`src/rtl/i2c_tgt_wait.sv`:
```
module i2c_tgt_wait #(
  parameter logic [6:0] RST_OWN_ADDR = 7'h2A
) (
  input  logic       clk,
  input  logic       rst_n,
  input  logic       scl_i,
  input  logic       sda_i,
  output logic       scl_oe,
  output logic       sda_oe,
  input  logic       reg_we,
  input  logic [1:0] reg_addr,
  input  logic [7:0] reg_wdata,
  output logic [7:0] reg_rdata,
  output logic       irq
);

  typedef enum logic [1:0] {S_IDLE, S_ADDR, S_DATA, S_IGN} st_t;

  st_t        st;
  logic       scl_m, scl_s, scl_q, sda_m, sda_s, sda_q;
  logic [3:0] cnt;
  logic [7:0] sh;
  logic [6:0] own;
  logic       hold, trc, drv, ack_det, f_start, f_stop, ack_en, wait9;

  logic start_ev, stop_ev, rise, fall, live, match, tx, wpt;
  logic wr_dat, wr_ctl, wr_own;

  assign start_ev = scl_s & scl_q & sda_q & ~sda_s;
  assign stop_ev  = scl_s & scl_q & ~sda_q & sda_s;
  assign rise     = scl_s & ~scl_q;
  assign fall     = ~scl_s & scl_q;
  assign live     = (st == S_ADDR) || (st == S_DATA);
  assign match    = (sh[7:1] == own);
  assign tx       = (st == S_DATA) && trc;
  assign wpt      = wait9 ? (cnt == 4'd9) : (cnt == 4'd8);
  assign wr_dat   = reg_we && (reg_addr == 2'd0);
  assign wr_ctl   = reg_we && (reg_addr == 2'd1);
  assign wr_own   = reg_we && (reg_addr == 2'd2);

  assign scl_oe = hold;
  assign sda_oe = drv;

  always_comb begin
    case (reg_addr)
      2'd0:    reg_rdata = sh;
      2'd1:    reg_rdata = {5'd0, wait9, ack_en, 1'b0};
      2'd2:    reg_rdata = {1'b0, own};
      default: reg_rdata = {3'd0, hold, ack_det, f_stop, f_start, trc};
    endcase
  end

  always_ff @(posedge clk or negedge rst_n) begin
    if (!rst_n) begin
      scl_m <= 1'b1; scl_s <= 1'b1; scl_q <= 1'b1;
      sda_m <= 1'b1; sda_s <= 1'b1; sda_q <= 1'b1;
    end else begin
      scl_m <= scl_i; scl_s <= scl_m; scl_q <= scl_s;
      sda_m <= sda_i; sda_s <= sda_m; sda_q <= sda_s;
    end
  end

  always_ff @(posedge clk or negedge rst_n) begin
    if (!rst_n) begin
      st      <= S_IDLE;
      cnt     <= 4'd0;
      sh      <= 8'd0;
      own     <= RST_OWN_ADDR;
      hold    <= 1'b0;
      trc     <= 1'b0;
      drv     <= 1'b0;
      ack_det <= 1'b0;
      f_start <= 1'b0;
      f_stop  <= 1'b0;
      ack_en  <= 1'b0;
      wait9   <= 1'b0;
      irq     <= 1'b0;
    end else begin
      irq <= 1'b0;
      if (start_ev) begin
        st <= S_ADDR; cnt <= 4'd0; hold <= 1'b0; trc <= 1'b0; drv <= 1'b0;
        f_start <= 1'b1; f_stop <= 1'b0;
      end else if (stop_ev) begin
        st <= S_IDLE; cnt <= 4'd0; hold <= 1'b0; trc <= 1'b0; drv <= 1'b0;
        f_stop <= 1'b1; f_start <= 1'b0; irq <= 1'b1;
      end else begin
        if (rise && live && cnt != 4'd9) begin
          cnt <= cnt + 4'd1;
          if (cnt < 4'd8 && !tx) sh <= {sh[6:0], sda_s};
          if (cnt == 4'd8 && tx) ack_det <= ~sda_s;
        end

        if (fall && live) begin
          if (st == S_ADDR && cnt == 4'd8 && !match) begin
            st  <= S_IGN;
            drv <= 1'b0;
          end else begin
            if (cnt == 4'd9) begin
              cnt <= 4'd0;
              if (st == S_ADDR) begin
                st  <= S_DATA;
                drv <= trc & ~sh[7];
              end else if (trc && !ack_det) begin
                st  <= S_IGN;
                drv <= 1'b0;
              end else begin
                drv <= trc & ~sh[7];
              end
            end else if (cnt == 4'd8) begin
              if (st == S_ADDR) begin
                trc <= sh[0];
                drv <= 1'b1;
              end else begin
                drv <= ~trc & ack_en;
              end
            end else if (tx && cnt != 4'd0) begin
              sh  <= {sh[6:0], 1'b0};
              drv <= ~sh[6];
            end
            if (wpt) begin
              hold <= 1'b1;
              irq  <= 1'b1;
            end
          end
        end

        if (wr_dat) begin
          sh <= reg_wdata;
          if (hold) begin
            hold <= 1'b0;
            if (tx && cnt == 4'd0) drv <= ~reg_wdata[7];
          end
        end

        if (wr_ctl) begin
          ack_en <= reg_wdata[1];
          wait9  <= reg_wdata[2];
          if (hold && st == S_DATA && !trc && cnt == 4'd8) drv <= reg_wdata[1];
          if (reg_wdata[0] && hold) begin
            hold <= 1'b0;
            if (trc) begin
              trc <= 1'b0;
              st  <= S_IGN;
              drv <= 1'b0;
            end
          end
        end

        if (wr_own) own <= reg_wdata[6:0];
      end
    end
  end

endmodule

```
`config.mk`:
```
export PLATFORM = sky130hd
export DESIGN_NAME = i2c_tgt_wait
export DESIGN_NICKNAME = d
export VERILOG_FILES = /design/src/rtl/i2c_tgt_wait.sv
export SDC_FILE = /design/constraint.sdc
export NUM_CORES = 1
export LEC_CHECK = 0
export ABC_CLOCK_PERIOD_IN_PS = 2100
export BUFFER_PORTS_ARGS = -buffer_cell sky130_fd_sc_hd__buf_2
export CAP_MARGIN = 20
export CORE_ASPECT_RATIO = 1.25
export CORE_MARGIN = 1
export CORE_UTILIZATION = 35
export CTS_CLUSTER_SIZE = 20
export DETAILED_ROUTE_END_ITERATION = 6
export GPL_TIMING_DRIVEN = 0
export PLACE_DENSITY_LB_ADDON = 0.1
export SETUP_SLACK_MARGIN = 0.2
export SYNTH_ARGS = -nofsm -noshare
export SYNTH_HDL_FRONTEND = slang
export SYNTH_SLANG_ARGS = --single-unit
```
`constraint.sdc`:
```
create_clock -name clk -period 2.1 [get_ports clk]
set_clock_uncertainty 0.05 [all_clocks]
set_input_delay 0.315 -clock clk [delete_from_list [all_inputs] [get_ports clk]]
set_output_delay 0.315 -clock clk [all_outputs]
set_load 0.05 [all_outputs]
```
# Word-level counts from Yosys, hierarchy flattened
# Cells that the tools add are included.
[totals]
regBits = 36
out_inout_bits = 11
word_cells = 150
[classes]
order_cmp = 1
n_mux = 71
add_sub_neg = 1
n_bitwise = 19
n_reduce_logical = 31
eq_ne = 8
[ops]
columns = ["cell", "count"]
rows = [
  ["8-bit 2-to-1 mux", 8],
  ["1-bit 2-to-1 mux", 46],
  ["4-bit 2-to-1 mux", 6],
  ["8-bit case mux with 3 select lines", 1],
  ["2-bit 2-to-1 mux", 10],
  ["1-bit logical AND", 18],
  ["1-bit NOT", 10],
  ["1-bit bitwise AND", 9],
  ["4-bit equality test, second input constant", 2],
  ["7-bit equality test", 1],
  ["3-bit AND reduction", 2],
  ["4-bit by 1-bit adder with 4-bit output, second input constant", 1],
  ["2-bit by 1-bit equality test with 1-bit output, second input constant", 2],
  ["2-bit equality test, second input constant", 2],
  ["1-bit logical NOT", 4],
  ["4-bit logical NOT", 1],
  ["4-bit < comparator, second input constant", 1],
  ["4-bit inequality test, second input constant", 1],
  ["4-bit AND reduction", 1],
  ["4-bit nonzero test", 1],
  ["2-bit logical NOT", 1],
  ["2-bit AND reduction", 1],
  ["2-bit nonzero test", 1],
  ["1-bit logical OR", 1],
]

# Depth between registers and ports, before layout
# Gate-level depths: netlist (run 1).
[depth]
ltp_word = 17
mapped_depth = 8

# Worst setup path after synthesis (run 1)
# OpenSTA, ideal clock, no wires.
[synth_timing]
path_type = "input port to output port"
start = "input port reg_addr[1]"
end = "output port reg_rdata[0]"
required_ps = 1735
arrival_ps = 2044
setup_slack_ps = -309
path_stages = 4
n_path_buf = 2
path_cell_list = "buf_2 > buf_1 > mux2i_1 > o21ai_0"
[synth_between]
elab_chain_len = 2
elab_cells_between_ends = 4
cone_classes = "eq/ne: 2; mux: 1; reduce/logical: 1"
[synth_lines]
columns = ["element", "line_no", "rtl"]
rows = [
  ["from (decl)", "11", "input logic [1:0] reg_addr,"],
  ["2-bit equality test (tied with other cells)", "45", "case (reg_addr)"],
  ["8-bit case mux with 3 select lines *", "45", ""],
  ["to (decl)", "13", "output logic [7:0] reg_rdata,"],
]
# Every way passes the cells marked *; elsewhere a longest branch is shown, timed or not.

# Final worst setup path (run 1)
[layout_timing]
start = "register st[1]"
end = "register sh[1]"
[layout_between]
elab_chain_len = 12
elab_cells_between_ends = 20
cone_classes = "eq/ne: 2; mux: 8; reduce/logical: 10"
[layout_lines]
columns = ["element", "line_no", "rtl"]
rows = [
  ["from (decl)", "19", "st_t st;"],
  ["from (signal assigned)", "65", "st <= S_IDLE;"],
  ["from (signal assigned)", "81", "st <= S_ADDR; cnt <= 4'd0; hold <= 1'b0; trc <= 1'b0; drv <= 1'b0;"],
  ["from (signal assigned)", "84", "st <= S_IDLE; cnt <= 4'd0; hold <= 1'b0; trc <= 1'b0; drv <= 1'b0;"],
  ["2-bit equality test", "33, 35", ""],
  ["1-bit logical AND", "35", "assign tx = (st == S_DATA) && trc;"],
  ["1-bit logical NOT", "89", "if (cnt < 4'd8 && !tx) sh <= {sh[6:0], sda_s};"],
  ["1-bit logical AND", "89", ""],
  ["8-bit 2-to-1 mux", "89", ""],
  ["8-bit 2-to-1 mux", "87", "if (rise && live && cnt != 4'd9) begin"],
  ["8-bit 2-to-1 mux", "116", "end else if (tx && cnt != 4'd0) begin"],
  ["8-bit 2-to-1 mux", "109", "end else if (cnt == 4'd8) begin"],
  ["8-bit 2-to-1 mux", "98", "if (cnt == 4'd9) begin"],
  ["8-bit 2-to-1 mux", "94", "if (st == S_ADDR && cnt == 4'd8 && !match) begin"],
  ["8-bit 2-to-1 mux *", "93", "if (fall && live) begin"],
  ["8-bit 2-to-1 mux *", "127", "if (wr_dat) begin"],
  ["to (signal assigned)", "89", ""],
  ["to (signal assigned)", "117", "sh <= {sh[6:0], 1'b0};"],
  ["to (signal assigned)", "128", "sh <= reg_wdata;"],
  ["to (decl)", "22", "logic [7:0] sh;"],
]
# Marks and branches as above.
# A chain may end at the register's enable or synchronous reset.

==> impl_metrics.csv, run 1 <==
group,metric,value,unit
clock_tree,htree_levels,2,
synthesis,synth_seq_cells,36,
layout,drive_gt1_share,47.6,%
worst_setup_path,setup.worst_path.start_class,"flop",
worst_setup_path,r2r_start,"st[1]",
placed_design,placed_area,0.00225,mm2
synthesis,synth_fp_nets,216,
worst_setup_path,critPathMaxStageDelay,0.41,ns
clock_tree,clk_path_buf_depth,2,
synthesis,synth_area_per_cell,10.3,um2
outcome,violations,"negative setup slack",
sta,fin_setup_tns,-0.810,ns
sta,hold_viol,0,
synthesis,synth_edf_count,0,
worst_setup_path,critPathBufInv,0,
sta,worst_pin_slew,0.841,ns
job,cap_viol_max_count,0,
grt,grt_max_degree,37,
synthesis,synth_area,0.00202,mm2
floorplan,fp.dieArea,0.00609,mm2
layout,nNetsFinal,267,
worst_setup_path,worst-path-stages,5,
route,via_per_inst,5.40,
grt,grt_pass1_vias,1779,
layout,final_area,0.00273,mm2
hold_path,hp-class,"input port to async pin",
worst_setup_path,slowest_stage,"dfrtp_1",
sta,finalCritPeriodShare,106,%
synthesis,seq_area_frac_synth,45.1,%
route,detail-route-antenna-nets,0,
placed_design,place.gp.congestion,0.827,
route,detail_route.wl_per_cell,17.3,um
worst_setup_path,cp_max_fo,7,
worst_setup_path,cp_top_family,"simple AND/OR/NAND/NOR gates",
worst_setup_path,critPathKind,"flop to flop",
clock_tree,clkSinkCount,36,
floorplan,start_util,36.7,%
floorplan,fp.dieW,70.0,um
clock_tree,cts_buffers,5,
floorplan,io_pins,26,
grt,grtUsageTotal,19.1,%
sta,fmax,450,MHz
clock_tree,cts_hold_buf,0,
sta,rsz0062_at_grt,"yes",
grt,antenna_found_initial,0,
clock_tree,clkTransAtPathRegs,0.08,ns
synthesis,ys_async_sr_fraction,100,%
route,wl,5390,um
route,drtIter0Drc,74,
pwr,ir_worst_vdd,0.381,mV
worst_setup_path,crit_path_end_kind,"flop",
synthesis,syn-instance-count,196,
pwr,power_density,886,mW/mm2
pwr,leakage,0.00116,uW
sta,slew_viol_final,0,
worst_setup_path,crit_required,2.23,ns
route,num_vias,1686,
clock_tree,clk_latency,0.29,ns
worst_setup_path,r2r-end,"sh[1]",
sta,fin_crit,2.22,ns
placed_design,place_ws,-0.284,ns
worst_setup_path,reg2regPathDepth,5,
outcome,status,"finished with violations",
layout,final_util,49.5,%
synthesis,synth_flop_cell,"dfrtp_1",
synthesis,yosys_warnings,0,
sta,setup_viol,7,
layout,area_growth,34.9,%
grt,grt-ovfl-total,0,
worst_setup_path,cp.arrival,2.35,ns
worst_setup_path,path_cells,"ha_4, or3b_4, or3_4, a211o_4, o221a_1",
clock_tree,cts_tree,"yes",
placed_design,portBuffers,24,
clock_tree,clock-root-buffer,"clkbuf_8",
route,firstDrtPassIters,4,
floorplan,fp.dieH,87.0,um
worst_setup_path,reg2reg_setup_slack,-0.12,ns
sta,fin_ws,-0.123,ns
route,drc_errors,0,
pwr,finalPower,2420,uW
floorplan,coreArea,0.00552,mm2
floorplan,rows,30,
placed_design,place.detailed.hpwl,3700,um
grt,grt_pass1_wl,9000,um
synthesis,yosysUniqueCellTypes,43,
sta,slew_headroom,43.9,%
layout,n_antenna_cell,0,
==> flip-flops by register name, summed over array words and instances (netlist names), 2 cells and up <==
register  cells
cnt           4
own           7
sh            8
st            2
==> metal layers <==
layer  vias to the layer above  track usage, %  share of wire (%)
li1                        816               -                  -
met1                       831            23.4                 42
met2                        33            33.5                 53
met3                         6            3.70                2.9
met4                         0            6.73                1.2
met5                         -               0                  0
==> cells in the mapped netlist (2+ instances only) <==
library cell / count / area share, %
dfrtp_1: 27 / 33
nor2_1: 17 / 3.2
o21ai_0: 17 / 4.2
nand2_1: 11 / 2.0
dfstp_2: 9 / 12
mux2_2: 9 / 5.0
nand3_1: 9 / 2.2
nand2b_1: 8 / 2.5
inv_1: 7 / 1.3
mux2i_1: 7 / 3.5
o221a_1: 7 / 3.9
a21oi_1: 6 / 1.5
xnor2_1: 6 / 2.6
ha_1: 5 / 3.1
xor2_1: 5 / 2.2
clkbuf_1: 4 / 0.74
nor3b_1: 4 / 1.5
and3_1: 3 / 0.93
nor3_1: 3 / 0.74
nor4_1: 3 / 0.93
and2_1: 2 / 0.62
and4b_1: 2 / 0.99
mux4_2: 2 / 2.2
nand4_1: 2 / 0.62
nand4b_1: 2 / 0.87
o211a_1: 2 / 0.99
==> logic make-up after synthesis <==
kind of cell	after synthesis	synth area share, %
XOR/XNOR	11	4.76
adder cells (fa/ha/maj)	5	3.09
AO/OA/AOI/OAI	41	14.3
flip-flops	36	45.1
buffers and inverters	13	2.47
AND/OR/NAND/NOR	72	19.5
multiplexers	18	10.7
==> what timing repair did <==
action | in CTS | in global routing
setup endpoints to repair | 30 | 23
setup buffers | 14 | 6
pin swaps | 7 | 17
resized for setup | 25 | 31
==> worst max-delay path by stage <==
stage                      from  endpoint  slack, ns
after floorplan           st[1]     sh[1]      -0.04
final                     st[1]     sh[1]      -0.12
after global placement    sh[5]     sh[6]      -0.31
after global routing      st[0]     sh[7]      -0.18
after CTS                 st[0]     sh[2]      -0.18
after detailed placement  sh[5]     sh[2]      -0.28
==> through the flow <==
stage | instances | hold slack [ns]
floorplan | 196 | -0.0306
global placement | 284 | 0.297
detailed placement | 284 | 0.298
CTS | 306 | 0.0546
global route | 312 | 0.0439
finish | 312 | 0.0682
==> layout by cell type, fill, tap and decap left out, types with 7 or more instances in the layout <==
cell and n:
nand2_1 9, o221a_1 7, dfstp_2 9, mux2_2 9, buf_4 18, nand2b_1 8, mux2i_1 7, nor2_1 13
o21ai_0 10, buf_2 26, nand3_1 7, dfrtp_1 26
==> final cells by class <==
class	instances	area [um2]
Sequential cell	36	913
Inverter	7	26.3
Timing Repair Buffer	44	285
Buffer	6	33.8
Tap cell	64	80.1
Fill cell	519	2790
Multi-Input combinational cell	147	1270
Clock buffer	5	68.8
Clock inverter	3	46.3
==> report_power, final <==
group | leakage (uW) | total [uW] | switching, uW | internal, uW
registers | 0.000414 | 963 | 134 | 828
clock network | 0.0000548 | 633 | 275 | 358
logic | 0.000689 | 823 | 439 | 385
No activity file was read; power rests on OpenSTA's default activity.
==> inputs of run 2 (changes only) <==
--- a/config.mk
+++ b/config.mk
@@ -14,7 +14,9 @@
 export CTS_CLUSTER_SIZE = 20
 export DETAILED_ROUTE_END_ITERATION = 6
 export GPL_TIMING_DRIVEN = 0
+export HOLD_SLACK_MARGIN = 0.15
 export PLACE_DENSITY_LB_ADDON = 0.1
+export RECOVER_POWER = 25
 export SETUP_SLACK_MARGIN = 0.2
 export SYNTH_ARGS = -nofsm -noshare
 export SYNTH_HDL_FRONTEND = slang
==> run 2 against run 1 <==
The run still ends with negative setup slack left. Final area grew 1.1%. Sequential power is essentially flat. Non-clock buffer count increased by 3. Register-to-register slack about the same. Clock-buffer cell count did not move. Final cell count rose by 0.96%. Die area unchanged. Flip-flop and latch count unchanged. Critical path type unchanged. Critical endpoint unchanged.
==> impl_metrics.csv, run 2 (synthesis results as in run 1) <==
group,metric,value,unit
sta,whs,0.223,ns
worst_setup_path,cp_max_fo,7,
sta,fmax,450,MHz
hold_path,hp-class,"input port to flop",
clock_tree,cts_tree,"yes",
grt,met1_usage,23.4,%
grt,grt_pass1_wl,9080,um
worst_setup_path,setup.worst_path.start_class,"flop",
worst_setup_path,reg2reg_setup_slack,-0.12,ns
layout,mostFrequentLayoutCells,"26 x buf_2, 26 x dfrtp_1, 18 x buf_4, 13 x nor2_1, 10 x o21ai_0",
worst_setup_path,reg2regPathDepth,5,
placed_design,place.detailed.hpwl,3700,um
job,cap_viol_max_count,0,
pwr,p_seq_share,39.7,%
grt,grt_max_degree,37,
sta,worst_pin_slew,0.841,ns
hold_path,worstHoldStart,"reg_wdata[6]",
floorplan,start_util,36.7,%
worst_setup_path,r2r_start,"st[1]",
floorplan,coreArea,0.00552,mm2
placed_design,place_ws,-0.284,ns
layout,n_antenna_cell,0,
grt,met3_usage,3.70,%
sta,setup_viol,7,
worst_setup_path,crit_path_end_kind,"flop",
clock_tree,clk_path_buf_depth,2,
sta,rsz0062_at_grt,"yes",
route,detail_route.wl_per_cell,17.2,um
grt,grt.busiest_layer,"met2",
grt,grt_use_met2,34.0,%
sta,fin_crit,2.22,ns
pwr,p_comb_share,34.2,%
layout,nNetsFinal,270,
layout,max_flop_register,"sh",
pwr,power_density,878,mW/mm2
route,via_per_inst,5.39,
route,drc_errors,0,
clock_tree,clk_latency,0.29,ns
route,drtIter0Drc,75,
grt,grtUsageTotal,19.2,%
grt,antenna_found_initial,0,
layout,top_regs,"sh: 8 flops, own: 7 flops, cnt: 4 flops",
clock_tree,htree_levels,2,
clock_tree,cts_buffers,5,
floorplan,fp.dieArea,0.00609,mm2
placed_design,place.gp.congestion,0.827,
route,wl,5410,um
layout,drive_gt1_share,47.0,%
grt,grt-ovfl-total,0,
floorplan,fp.dieH,87.0,um
sta,fin_ws,-0.124,ns
layout,largest_reg_flops,8,
pwr,p_sw_share,35.0,%
route,detail-route-antenna-nets,0,
route,firstDrtPassIters,4,
floorplan,io_pins,26,
worst_setup_path,crit_required,2.23,ns
layout,fillers,515,
outcome,status,"finished with violations",
hold_path,hold_end,"own[6]",
sta,hold_viol,0,
sta,finalCritPeriodShare,106,%
pwr,p_int,1570,uW
pwr,clock_power_share,26.1,%
layout,final_area,0.00276,mm2
layout,area_growth,36.4,%
worst_setup_path,cp.arrival,2.35,ns
grt,grt_pass1_vias,1816,
worst_setup_path,critPathKind,"flop to flop",
hold_path,min_path_cells,2,
worst_setup_path,r2r-end,"sh[1]",
placed_design,placed_area,0.00225,mm2
clock_tree,clkTransAtPathRegs,0.08,ns
outcome,violations,"negative setup slack",
pwr,ir_worst_vdd,0.381,mV
route,num_vias,1697,
floorplan,fp.dieW,70.0,um
placed_design,portBuffers,24,
floorplan,rows,30,
clock_tree,clkSinkCount,36,
pwr,leakage,0.00117,uW
sta,slew_headroom,43.9,%
clock_tree,clock-root-buffer,"clkbuf_8",
pwr,net-switching-power,848,uW
sta,slew_viol_final,0,
==> run 2: changes by cell type in the layout (fill, tap and decap cells not counted) <==
cell           before  now
dlygate4sd3_1       0    3
==> run 2: metal layers <==
| metal | part of all wire (%) | vias to the layer above | wire length [um] |
|---|---|---|---|
| met5 | 0 | - | 0 |
| met4 | 1.2 | 0 | 63 |
| met3 | 2.8 | 6 | 150 |
| met2 | 54 | 31 | 2890 |
| met1 | 43 | 839 | 2300 |
| li1 | - | 821 | - |
==> run 2: final cells by class <==
type | count | area [um2] | area share [%]
clock inverter | 3 | 46.3 | 1.68
multi-input combinational | 147 | 1270 | 46.2
timing repair buffer | 47 | 315 | 11.4
inverter | 7 | 26.3 | 0.952
clock buffer | 5 | 68.8 | 2.49
tap | 64 | 80.1 | 2.90
sequential | 36 | 913 | 33.1
buffer | 6 | 33.8 | 1.22
==> run 2: repair_timing <==
action	4_1_cts	5_1_grt
hold buffers	3	0
endpoints found under the setup margin	30	23
gates resized for setup	25	31
pin swaps	7	17
buffers inserted	14	6
endpoints found under the hold margin	29	0
==> run 2: worst max-delay path, cell delays in order, from the launching register on <==
cell and delay, ns:
dfrtp_1 0.41, ha_4 0.26, or3b_4 0.39, or3_4 0.35, a211o_4 0.38, o221a_1 0.27
==> run 2: power groups by stage <==
stage,logic [uW],registers (uW),clock network (uW)
2_1_floorplan,476,960,0
3_3_place_gp,624,987,0
3_5_place_dp,628,988,0
4_1_cts,749,959,650
5_1_grt,913,985,681
6_report,827,962,632
==> run 2: metrics by stage <==
stage,utilization (%),cells,total power (uW),TNS [ns]
detailed placement,40.8,284,1620,-2.70
finish,50.0,315,2420,-0.818
global placement,40.8,284,1610,-3.08
CTS,46.8,309,2360,-1.29
global route,50.0,315,2580,-1.28
floorplan,-,196,1440,-0.285
==> run 2: how the worst max path moves through the flow <==
| stage | startpoint | end | slack [ns] | cells after the start |
|---|---|---|---|---|
| 2_1_floorplan | st[1] | sh[1] | -0.04 | 5 |
| 3_3_place_gp | sh[5] | sh[6] | -0.31 | 6 |
| 3_5_place_dp | sh[5] | sh[2] | -0.28 | 6 |
| 4_1_cts | st[0] | sh[2] | -0.18 | 6 |
| 5_1_grt | st[0] | sh[7] | -0.18 | 6 |
| 6_report | st[1] | sh[1] | -0.12 | 5 |
